## config.mk

```make
export PLATFORM = sky130hd
export DESIGN_NAME = adc_strobe_seq
export DESIGN_NICKNAME = d
export VERILOG_FILES = /design/src/rtl/adc_strobe_seq.sv
export SDC_FILE = /design/constraint.sdc
export NUM_CORES = 1
export LEC_CHECK = 0
export BUFFER_PORTS_ARGS = -buffer_cell sky130_fd_sc_hd__buf_4
export CAP_MARGIN = 5
export CORE_ASPECT_RATIO = 0.75
export CORE_MARGIN = 10
export CORE_UTILIZATION = 35
export DETAILED_ROUTE_END_ITERATION = 10
export GPL_TIMING_DRIVEN = 0
export SYNTH_ARGS = -nofsm -noshare
export SYNTH_HDL_FRONTEND = slang
export SYNTH_SLANG_ARGS = --single-unit
```

## constraint.sdc

```tcl
create_clock -name clk -period 1.9 [get_ports clk]
set_input_delay 0.095 -clock clk [delete_from_list [all_inputs] [get_ports clk]]
set_output_delay 0.095 -clock clk [all_outputs]
set_load 0.02 [all_outputs]
```

## src/rtl/adc_strobe_seq.sv

```systemverilog
module adc_strobe_seq #(
  parameter int SU_CYC     = 2,
  parameter int PW_CYC     = 3,
  parameter int ACQ_CYC    = 12,
  parameter int SETTLE_CYC = 40,
  parameter int DV_CYC     = 4,
  parameter int BR_CYC     = 5,
  parameter int EOC_TMO    = 64
) (
  input  logic        clk,
  input  logic        rst_n,
  input  logic        start_i,
  input  logic        low_power_i,
  input  logic        byte_mode_i,
  input  logic        eoc_n_i,
  input  logic [13:0] bus_i,
  output logic        cs_n_o,
  output logic        rdc_o,
  output logic        hben_o,
  output logic [13:0] result_o,
  output logic        valid_o,
  output logic        busy_o,
  output logic        timeout_o
);
  localparam int MAXC = (SETTLE_CYC > EOC_TMO) ? SETTLE_CYC : EOC_TMO;
  localparam int CW   = $clog2(MAXC + 1);
  localparam logic [CW-1:0] SU_LAST  = CW'(SU_CYC - 1);
  localparam logic [CW-1:0] PW_LAST  = CW'(PW_CYC - 1);
  localparam logic [CW-1:0] ACQ_LAST = CW'(ACQ_CYC - 1);
  localparam logic [CW-1:0] SET_LAST = CW'(SETTLE_CYC - 1);
  localparam logic [CW-1:0] DV_LAST  = CW'(DV_CYC - 1);
  localparam logic [CW-1:0] BR_LAST  = CW'(BR_CYC - 1);
  localparam logic [CW-1:0] TMO_LAST = CW'(EOC_TMO - 1);

  typedef enum logic [2:0] {S_IDLE, S_ARM, S_ACQ, S_CNV, S_EOC, S_RD, S_REL} state_t;

  state_t        state;
  logic [CW-1:0] cnt;
  logic          lp_q, bm_q, dummy_q, asleep_q;
  logic [7:0]    lo_q;
  logic [CW-1:0] acq_last;

  assign acq_last = dummy_q ? SET_LAST : ACQ_LAST;
  assign busy_o   = (state != S_IDLE);

  always_ff @(posedge clk) begin
    if (!rst_n) begin
      state     <= S_IDLE;
      cnt       <= '0;
      cs_n_o    <= 1'b1;
      rdc_o     <= 1'b1;
      hben_o    <= 1'b0;
      result_o  <= '0;
      valid_o   <= 1'b0;
      timeout_o <= 1'b0;
      lp_q      <= 1'b0;
      bm_q      <= 1'b0;
      dummy_q   <= 1'b0;
      asleep_q  <= 1'b1;
      lo_q      <= '0;
    end else begin
      valid_o   <= 1'b0;
      timeout_o <= 1'b0;
      case (state)
        S_IDLE: if (start_i) begin
          lp_q    <= low_power_i;
          bm_q    <= byte_mode_i;
          dummy_q <= asleep_q;
          rdc_o   <= 1'b0;
          cnt     <= '0;
          state   <= S_ARM;
        end
        S_ARM: if (cnt == SU_LAST) begin
          cs_n_o <= 1'b0;
          cnt    <= '0;
          state  <= S_ACQ;
        end else cnt <= cnt + 1'b1;
        S_ACQ: begin
          if (cnt == PW_LAST) begin
            cs_n_o <= 1'b1;
            rdc_o  <= lp_q & ~dummy_q;
          end
          if (cnt == acq_last) begin
            cs_n_o <= 1'b0;
            cnt    <= '0;
            state  <= S_CNV;
          end else cnt <= cnt + 1'b1;
        end
        S_CNV: if (cnt == PW_LAST) begin
          cs_n_o <= 1'b1;
          rdc_o  <= 1'b1;
          cnt    <= '0;
          state  <= S_EOC;
        end else cnt <= cnt + 1'b1;
        S_EOC: if (!eoc_n_i && cnt >= SU_LAST) begin
          cs_n_o <= 1'b0;
          hben_o <= 1'b0;
          cnt    <= '0;
          state  <= S_RD;
        end else if (cnt == TMO_LAST) begin
          timeout_o <= 1'b1;
          asleep_q  <= 1'b1;
          dummy_q   <= 1'b0;
          cnt       <= '0;
          state     <= S_IDLE;
        end else cnt <= cnt + 1'b1;
        S_RD: if (cnt == DV_LAST) begin
          cnt <= '0;
          if (bm_q && !hben_o) begin
            lo_q   <= bus_i[7:0];
            hben_o <= 1'b1;
          end else begin
            cs_n_o <= 1'b1;
            hben_o <= 1'b0;
            state  <= S_REL;
            if (!dummy_q) begin
              valid_o  <= 1'b1;
              result_o <= bm_q ? {bus_i[5:0], lo_q} : bus_i;
              asleep_q <= lp_q;
            end
          end
        end else cnt <= cnt + 1'b1;
        S_REL: if (cnt == BR_LAST) begin
          cnt <= '0;
          if (dummy_q) begin
            dummy_q <= 1'b0;
            rdc_o   <= 1'b0;
            state   <= S_ARM;
          end else state <= S_IDLE;
        end else cnt <= cnt + 1'b1;
        default: state <= S_IDLE;
      endcase
    end
  end
endmodule

```

==> run metrics, run 1 <==
count of state elements after synthesis=41; insertion delay to the later sink of the worst-skew pair=300 ps; antenna cells=0; Cell Int Power=1830 uW; number of buffers on the longest clock path=2; YS warnings=0; sequential share of the synthesized area=0.356; global placement routability congestion=between 0.9 and 1; combinational share of power=0.404; launch point of the worst hold path=low_power_i; fillcell total=587; reg-to-reg endpoint=cnt[4]; Startpoint Class=flip-flop; CTS Root Buffer Type=sky130_fd_sc_hd__clkbuf_8; maximum level of the CTS H-tree=2; placed cell areas=about 2700 um^2; average detailed-routed wire length per instance=17.1 um; average via count per standard cell=5.71; floorplan die area=about 10000 um^2; final WL=6850 um; syn avg cell area=8.94 um^2; cell type of the slowest stage on the worst timing path=sky130_fd_sc_hd__or4b_4; slowest stage delay, CP=500 ps; PnR worst setup slack=-134 ps; I/O pin total=40; Final HPWL DP=4840 um; largest vdd supply drop=0.000615 V; Worst Setup Path Type=flip-flop to flip-flop; violated checks=negative setup slack; Port-buffer cells=39; cell family with the largest share of critical-path delay=compound AO/OA/AOI/OAI gates; largest net degree at the start of global routing=13; Register-to-Register Path Depth=5; primary flip-flop cell chosen by synthesis mapping=sky130_fd_sc_hd__dfxtp_1; sequential share of power=0.358; initial antenna violation count=0; fin. max-slew vios=0; number of DRC violations after detailed-routing iteration 0=210; count of flip-flops with a built-in enable after synthesis=0; Cells after Synth=roughly 260; overall routing resource usage=0.127; leakage dissipation=0.00121 uW; highest-count cells in the layout ignoring fill and taps=sky130_fd_sc_hd__buf_4, sky130_fd_sc_hd__nor2_1, sky130_fd_sc_hd__dfxtp_1; Final #Nets=344; via count=approximately 2300; number of buffer and inverter instances along the worst setup path=0; TritonCTS clock tree=yes; first-pass GRT wire length=about 11000 um; total CTS buffers=5; run status=finished, violations left; share of cells above drive strength 1=0.356; Syn Std Cell Area=approximately 2300 um^2; transition time at the pin with the least slew margin=707 ps; part of the total power dissipated in the clock network=0.238; clock slew at the register clock pins of the worst setup and hold paths=80 ps; Worst setup EP type=flip-flop; grt ovf=0; number of placement rows=25; number of iterations in the first detailed-routing pass=4; height of the die=90.3 um; reg-to-reg setup timing slack=-130 ps; Final Skew=5.84 ps; post-route worst hold slack=28.7 ps; number of nets with antenna violations after detailed routing=0; power spent charging and discharging nets=1070 uW; overall power of the completed layout=2890 uW; Worst EP arrival=approximately 2200 ps; switching share of power=0.369; standard cell core area=6350 um^2; count of final setup violators=9; proportion of synthesized flip-flops having asynchronous set or reset=0; ratio of total power to cell area=913 nW/um^2; Final min period=2030 ps; crit path max fanout=8; unrepaired setup endpoints after global routing=true; hold endpoint=lp_q; maximum clock frequency=0.492 GHz; remaining design rule violation count=0; CP required=2090 ps; vias in the first global route=2031; TNS Setup=-916 ps; finished layout cell area=3170 um^2; Hold Crit Class=primary input to flip-flop; count of distinct cell types in the synthesized netlist=54; Post-Route Utilization=0.499; worst path cell trace=or4b_4 -> a2111oi_4 -> o32a_4 -> nand4_1 -> o311a_1; post-synth net total=around 280; starting density of the core=0.363; worst reg2reg startpoint=cnt[5]; fin crit share=1.07; Syn-to-layout area delta=37.5%; hold-critical path depth=3; most common cell after layout, fill and taps aside=sky130_fd_sc_hd__buf_4; number of clock sinks=41; hold violation total from the final report=0; max cap viols=0; max-slew headroom at the worst pin=0.529; Horiz. Die Dim=114 um
## stage by stage
stage               setup slack (ps)  cells
floorplan                      -30.3    258
global placement                -424    378
detailed placement              -441    378
CTS                             -191    393
global route                    -167    401
finish                          -134    401
## cell families (layout without fill, tap and decap cells)
family	Yosys count	after routing	share of synthesized area
AND/OR/NAND/NOR	95	95	0.229
AO/OA/AOI/OAI	64	64	0.222
flip-flops	41	41	0.356
multiplexers	27	27	0.117
buffers and inverters	26	88	0.0505
adder cells (fa/ha/maj)	4	4	0.0217
XOR/XNOR	1	1	0.00380
## worst min-delay path, delay by kind of cell
family | cells | cell delay [ps]
simple gates | 1 | 70
buf+inv | 1 | 70
mux | 1 | 50
## power groups by stage
stage / logic (uW) / clock network (uW) / registers [uW]
6_report: 1170 / 689 / 1040
5_1_grt: 1240 / 741 / 1050
4_1_cts: 1110 / 707 / 1000
3_5_place_dp: 968 / 0 / 1010
3_3_place_gp: 961 / 0 / 1010
2_1_floorplan: 693 / 0 / 1010
## Yosys cell counts, types with 2 or more instances
library cell               number  share of area
sky130_fd_sc_hd__nand2_1       12          0.020
sky130_fd_sc_hd__a311oi_1       3          0.011
sky130_fd_sc_hd__buf_6          2         0.0098
sky130_fd_sc_hd__o311a_1        4          0.017
sky130_fd_sc_hd__ha_1           4          0.022
sky130_fd_sc_hd__nor2b_1        5          0.014
sky130_fd_sc_hd__nor4_1         2         0.0054
sky130_fd_sc_hd__buf_2          3         0.0065
sky130_fd_sc_hd__nand2b_1       3         0.0081
sky130_fd_sc_hd__a211o_1        2         0.0076
sky130_fd_sc_hd__nor2_1        34          0.055
sky130_fd_sc_hd__o21a_1         3         0.0098
sky130_fd_sc_hd__a21oi_1        8          0.017
sky130_fd_sc_hd__clkbuf_1      12          0.020
sky130_fd_sc_hd__dfxtp_1       41           0.36
sky130_fd_sc_hd__and3b_1        2         0.0076
sky130_fd_sc_hd__inv_1          8          0.013
sky130_fd_sc_hd__or3_1          2         0.0054
sky130_fd_sc_hd__a221oi_1       2         0.0076
sky130_fd_sc_hd__and4b_1        2         0.0087
sky130_fd_sc_hd__a41oi_1        2         0.0076
sky130_fd_sc_hd__nor2_4         2         0.0098
sky130_fd_sc_hd__a211oi_1      14          0.046
sky130_fd_sc_hd__nor3_1         4         0.0087
sky130_fd_sc_hd__and2_1         3         0.0081
sky130_fd_sc_hd__and3_1         4          0.011
sky130_fd_sc_hd__a31oi_1        7          0.019
sky130_fd_sc_hd__mux2i_1       27           0.12
sky130_fd_sc_hd__o21ai_0        8          0.017
sky130_fd_sc_hd__nand4_1        3         0.0081
sky130_fd_sc_hd__nand3_1        7          0.015
## cell type report
class,count,area (um^2),area share
clock inverter,2,35.0,0.0110
sequential,41,843,0.266
buffer,12,63.8,0.0201
tap,81,101,0.0320
inverter,8,32.5,0.0103
timing repair buffer,61,495,0.156
clock buffer,5,68.8,0.0217
multi-input combinational,191,1530,0.483
## state kept, by name, summed over array words and instances, names as in the netlist
signal and flops:
asleep_q 1, rdc_o 1, result_o 14, state 3
lo_q 8, cnt 7, timeout_o 1, valid_o 1
hben_o 1, cs_n_o 1, bm_q 1, dummy_q 1
lp_q 1
## metal layers
layer	up-vias	wire length (um)	GRT usage
met5	-	0	0
met2	120	3100	0.189
met4	0	153	0.0527
met3	15	470	0.0239
met1	1072	3130	0.173
li1	1084	-	-
## worst max path at each step
stage	start	to	cells after the start
2_1_floorplan	cnt[5]	cnt[0]	6
3_3_place_gp	cnt[1]	state[2]	7
3_5_place_dp	cnt[0]	state[2]	7
4_1_cts	cnt[3]	cnt[2]	6
5_1_grt	dummy_q	state[0]	5
6_report	cnt[5]	cnt[4]	5
## timing repair
action	in CTS	in global routing
endpoints found under the hold margin	0	0
gates resized for setup	34	19
setup buffers	11	11
endpoints found under the setup margin	37	31
pin swaps	10	13
hold buffers	0	0
(Power assumes the default switching activity.)
==> run 2, diff against run 1 <==
--- a/config.mk
+++ b/config.mk
@@ -7,11 +7,14 @@
 export LEC_CHECK = 0
 export BUFFER_PORTS_ARGS = -buffer_cell sky130_fd_sc_hd__buf_4
 export CAP_MARGIN = 5
+export CELL_PAD_IN_SITES_DETAIL_PLACEMENT = 0
+export CELL_PAD_IN_SITES_GLOBAL_PLACEMENT = 1
 export CORE_ASPECT_RATIO = 0.75
 export CORE_MARGIN = 10
 export CORE_UTILIZATION = 35
 export DETAILED_ROUTE_END_ITERATION = 10
 export GPL_TIMING_DRIVEN = 0
+export PLACE_DENSITY_LB_ADDON = 0.1
 export SYNTH_ARGS = -nofsm -noshare
 export SYNTH_HDL_FRONTEND = slang
 export SYNTH_SLANG_ARGS = --single-unit
==> run 2 against run 1 <==
The flow still finishes with violations (negative setup slack). Hold slack better by 4.6 ps. Clock skew is 4.9 ps higher. Sequential cell count stayed put. Combinational power is 3% higher. Count of clock-buffer cells in the layout stayed put. Clock power is 0.7% lower. Via count is 3.2% lower. First-iteration DRC count is 30% lower.
==> run metrics, run 2 (synthesized netlist as in run 1, its figures left out) <==
registers with the highest flip-flop counts=result_o x14, lo_q x8, cnt x7; Syn-to-layout area delta=38.5%; hold-critical path depth=3; switching share of power=0.368; max-slew headroom at the worst pin=0.585; average detailed-routed wire length per instance=17.5 um; Startpoint Class=flip-flop; Final min period=2100 ps; number of nets with antenna violations after detailed routing=0; global-route layer with the greatest usage=met1; power spent charging and discharging nets=1080 uW; Hold Crit Class=primary input to flip-flop; Hold Buf Count CTS=0; number of buffers on the longest clock path=2; top register by number of flip-flops=result_o; number of buffer and inverter instances along the worst setup path=0; largest vdd supply drop=~0.00042 V; sequential share of power=0.351; crit path max fanout=6; floorplan die area=10300 um^2; remaining design rule violation count=0; combinational share of power=0.415; ratio of total power to cell area=917 nW/um^2; leakage dissipation=0.00123 uW; Final HPWL DP=4880 um; Port-buffer cells=39; number of clock sinks=41; part of the total power dissipated in the clock network=0.234; fin crit share=1.11; unrepaired setup endpoints after global routing=true; overall routing resource usage=0.133; insertion delay to the later sink of the worst-skew pair=about 290 ps; maximum clock frequency=0.475 GHz; number of iterations in the first detailed-routing pass=4; initial antenna violation count=0; global routing met1 resource utilization=0.200; average via count per standard cell=5.47; worst path cell trace=or4b_4 -> a2111oi_4 -> o32a_4 -> nand4_1 -> o311a_1; Final #Nets=348; Worst EP arrival=approximately 2300 ps; fillcell total=610; placed cell areas=2710 um^2; Final Skew=10.7 ps; Worst setup EP type=flip-flop; standard cell core area=6350 um^2; fin. max-slew vios=0; PnR worst setup slack=-204 ps; cell family with the largest share of critical-path delay=compound AO/OA/AOI/OAI gates; highest-count cells in the layout ignoring fill and taps=sky130_fd_sc_hd__buf_4, sky130_fd_sc_hd__dfxtp_1, sky130_fd_sc_hd__nor2_1; I/O pin total=40; CTS Root Buffer Type=sky130_fd_sc_hd__clkbuf_8; cell type of the slowest stage on the worst timing path=sky130_fd_sc_hd__or4b_4; maximum level of the CTS H-tree=2; number of DRC violations after detailed-routing iteration 0=146; vias in the first global route=2161; Crit. path cell count=5; CP required=2070 ps; max cap viols=0; finished layout cell area=3190 um^2; final WL=7100 um; slowest stage delay, CP=540 ps; count of final setup violators=11; Register-to-Register Path Depth=5; clock slew at the register clock pins of the worst setup and hold paths=80 ps; M2 GR Usage=0.184; TNS Setup=-1410 ps; total CTS buffers=5; Worst Setup Path Type=flip-flop to flip-flop; max FFs per register=14; via count=around 2200; grt ovf=0; hold violation total from the final report=0; transition time at the pin with the least slew margin=623 ps; violated checks=negative setup slack; share of cells above drive strength 1=0.364; starting density of the core=0.363; number of placement rows=25; largest net degree at the start of global routing=13; antenna cells=0; first-pass GRT wire length=around 11000 um; run status=finished, violations left; height of the die=90.3 um; overall power of the completed layout=2930 uW; global placement routability congestion=0.886; most common cell after layout, fill and taps aside=sky130_fd_sc_hd__buf_4; Horiz. Die Dim=114 um; TritonCTS clock tree=yes; met3 demand-to-capacity share in global routing=0.0332; Cell Int Power=~1900 uW
## run 2: final timing paths
| kind | startpoint | endpoint | slack (ps) |
|---|---|---|---|
| worst max-delay path | dummy_q | cnt[3] | -200 |
| worst min-delay path | low_power_i | lp_q | 30 |
| worst max register to register | dummy_q | cnt[3] | -200 |
| worst min register to register | cs_n_o | cs_n_o | 460 |
## run 2: cell type report
class / instances / area, um^2 / share of cell area
multi-input combinational: 191 / 1530 / 0.478
sequential: 41 / 840 / 0.263
tap: 81 / 101 / 0.0317
buffer: 13 / 68.8 / 0.0215
clock buffer: 5 / 68.8 / 0.0215
inverter: 8 / 32.5 / 0.0102
clock inverter: 2 / 35.0 / 0.0110
timing repair buffer: 64 / 522 / 0.163
## run 2: routing by layer
metal | part of all wire | vias up | wire (um)
met2 | 0.43 | 58 | 3030
met3 | 0.052 | 2 | 367
met4 | 0.0038 | 0 | 27
li1 | - | 1091 | -
met5 | 0 | - | 0
met1 | 0.52 | 1066 | 3680
## run 2: worst register-to-register path: cells and delay by family (launching register included)
family             cells  cell delay (ps)
DFF                    1              340
AOI/OAI and AO/OA      3              900
and+or+nand+nor        2              750
## run 2: metrics by stage
step           hold slack [ps]  worst slack, ps  std cells   util
4_1_cts                   20.7             -209        398  0.479
2_1_floorplan              239            -30.3        258      -
5_1_grt                   52.0             -233        405  0.503
3_3_place_gp               328             -499        378  0.427
6_report                  33.3             -204        405  0.503
3_5_place_dp               332             -415        378  0.427
## run 2: power groups by stage
stage | combinational (uW) | sequential (uW) | clock, uW
after floorplan | 693 | 1010 | 0
after global placement | 995 | 1010 | 0
after detailed placement | 977 | 1010 | 0
after CTS | 1100 | 990 | 715
after global routing | 1320 | 1050 | 742
final | 1210 | 1030 | 684
## run 2: repair_timing
item,in CTS,in global routing
setup buffers,15,11
setup endpoints to repair,37,36
pin swaps,13,13
gates resized for setup,28,25
==> run 3, diff against run 2 <==
==> constraint.sdc (replaced) <==
create_clock -name clk -period 2.3 [get_ports clk]
set_input_delay 0.115 -clock clk [delete_from_list [all_inputs] [get_ports clk]]
set_output_delay 0.115 -clock clk [all_outputs]
set_load 0.02 [all_outputs]
==> run 3 against run 2 <==
The flow now finishes without violations. Clock power down 14%. Global-route usage barely moved. Total power decreased by 22%. Critical path type unchanged. Highest routed layer unchanged. Sequential share of layout area grew 2.2 points. Via count down 4.0%. Clock skew decreased by 2.7 ps.
==> run metrics, run 3 (synthesized netlist as in run 1, its figures left out) <==
vias in the first global route=about 2100; final WL=6890 um; standard cell core area=roughly 6300 um^2; max cap viols=0; Worst Setup Path Type=flip-flop to flip-flop; remaining design rule violation count=0; cell family with the largest share of critical-path delay=compound AO/OA/AOI/OAI gates; number of buffer and inverter instances along the worst setup path=0; PnR worst setup slack=43.2 ps; pre-CTS setup slack=-40.0 ps; Final Skew=about 8.0 ps; largest net degree at the start of global routing=13; Startpoint Class=flip-flop; count of final setup violators=0; insertion delay to the later sink of the worst-skew pair=300 ps; global placement routability congestion=0.869; reg-to-reg setup timing slack=40 ps; Worst EP arrival=around 2400 ps; maximum level of the CTS H-tree=2; number of clock sinks=41; first-pass GRT wire length=11000 um; floorplan die area=10300 um^2; Horiz. Die Dim=114 um; overall routing resource usage=0.133; number of DRC violations after detailed-routing iteration 0=71; clock slew at the register clock pins of the worst setup and hold paths=roughly 90 ps; ratio of total power to cell area=793 nW/um^2; via count=2129; crit path max fanout=7; number of placement rows=25; max-slew headroom at the worst pin=0.487; Post-Route Utilization=0.454; finished layout cell area=roughly 2900 um^2; number of buffers on the longest clock path=2; Final #Nets=332; fin crit share=0.981; grt ovf=0; I/O pin total=40; registers with the highest flip-flop counts=result_o x14, lo_q x8, cnt x7; starting density of the core=0.363; top register by number of flip-flops=result_o; average via count per standard cell=about 5.5; maximum clock frequency=0.443 GHz; hold-critical path depth=3; antenna cells=0; reg-to-reg endpoint=state[2]; worst reg2reg startpoint=cnt[0]; number of nets with antenna violations after detailed routing=0; Register-to-Register Path Depth=6; Syn-to-layout area delta=25.0%; leakage dissipation=approximately 0.0011 uW; share of cells above drive strength 1=0.237; Hold Crit Class=primary input to flip-flop; height of the die=between 90 and 100 um; fin. max-slew vios=0; cell type of the slowest stage on the worst timing path=sky130_fd_sc_hd__dfxtp_1; worst path cell trace=ha_1 -> or3b_1 -> a41oi_4 -> nor3_4 -> o41ai_1 -> a31oi_1; TNS Setup=0 ps; number of iterations in the first detailed-routing pass=4; average detailed-routed wire length per instance=~18 um; largest vdd supply drop=0.000484 V; Port-buffer cells=39; highest-count cells in the layout ignoring fill and taps=sky130_fd_sc_hd__buf_4, sky130_fd_sc_hd__dfxtp_1, sky130_fd_sc_hd__nor2_1; placed cell areas=2700 um^2; hold violation total from the final report=0; Final HPWL DP=5130 um; CTS Root Buffer Type=sky130_fd_sc_hd__clkbuf_8; run status=finished clean; TritonCTS clock tree=yes; initial antenna violation count=0; launch point of the worst hold path=low_power_i; total CTS buffers=5; max FFs per register=14; Worst setup EP type=flip-flop; CP required=between 2000 and 2500 ps; slowest stage delay, CP=450 ps; most common cell after layout, fill and taps aside=sky130_fd_sc_hd__buf_4; Final min period=2260 ps; transition time at the pin with the least slew margin=770 ps; hold endpoint=lp_q
==> run 3: power by group <==
| part | switching, uW | internal, uW |
|---|---|---|
| Sequential | 54.6 | 763 |
| Combinational | 516 | 362 |
| Clock | 273 | 316 |
==> run 3: worst max-delay path by stage <==
| stage | start | cells after the start | slack [ps] | endpoint |
|---|---|---|---|---|
| final | cnt[0] | 6 | 40 | state[2] |
| after global routing | cnt[0] | 6 | -20 | state[2] |
| after CTS | dummy_q | 5 | 30 | cnt[4] |
| after detailed placement | cnt[1] | 7 | -40 | state[2] |
| after global placement | cnt[0] | 7 | -50 | state[2] |
| after floorplan | cnt[5] | 6 | 340 | cnt[0] |
==> run 3: per-layer routing <==
metal	track usage	routed length (um)
met5	0	0
met3	0.0299	388
met2	0.197	3050
met4	0.0401	68
met1	0.184	3380
==> run 3: per-stage QoR <==
stage          hold WS [ps]  cells  total power, uW
3_3_place_gp            346    378             1640
3_5_place_dp            359    378             1640
6_report               48.3    389             2280
5_1_grt                51.6    389             2410
2_1_floorplan           259    258             1390
4_1_cts                45.5    384             2220
==> run 3: timing repair <==
action	CTS	global route
hold endpoints to repair	0	0
pin swaps	0	3
gates resized for setup	0	11
setup buffers	0	5
hold buffers	0	0
setup endpoints to repair	1	18
==> run 3: area by class of cell <==
cell class	count	area, um^2
repair buffers	44	330
fillers	654	3470
plain buffers	17	85.1
flip-flops and latches	41	821
well taps	81	101
inverters	8	30.0
multi-input cells	191	1410
clock inverters	2	35.0
clock buffers	5	68.8
==> run 3: tightest hold or removal path, stage by stage <==
cell and delay, ps:
sky130_fd_sc_hd__buf_4 80, sky130_fd_sc_hd__mux2i_1 50, sky130_fd_sc_hd__nor2_1 70
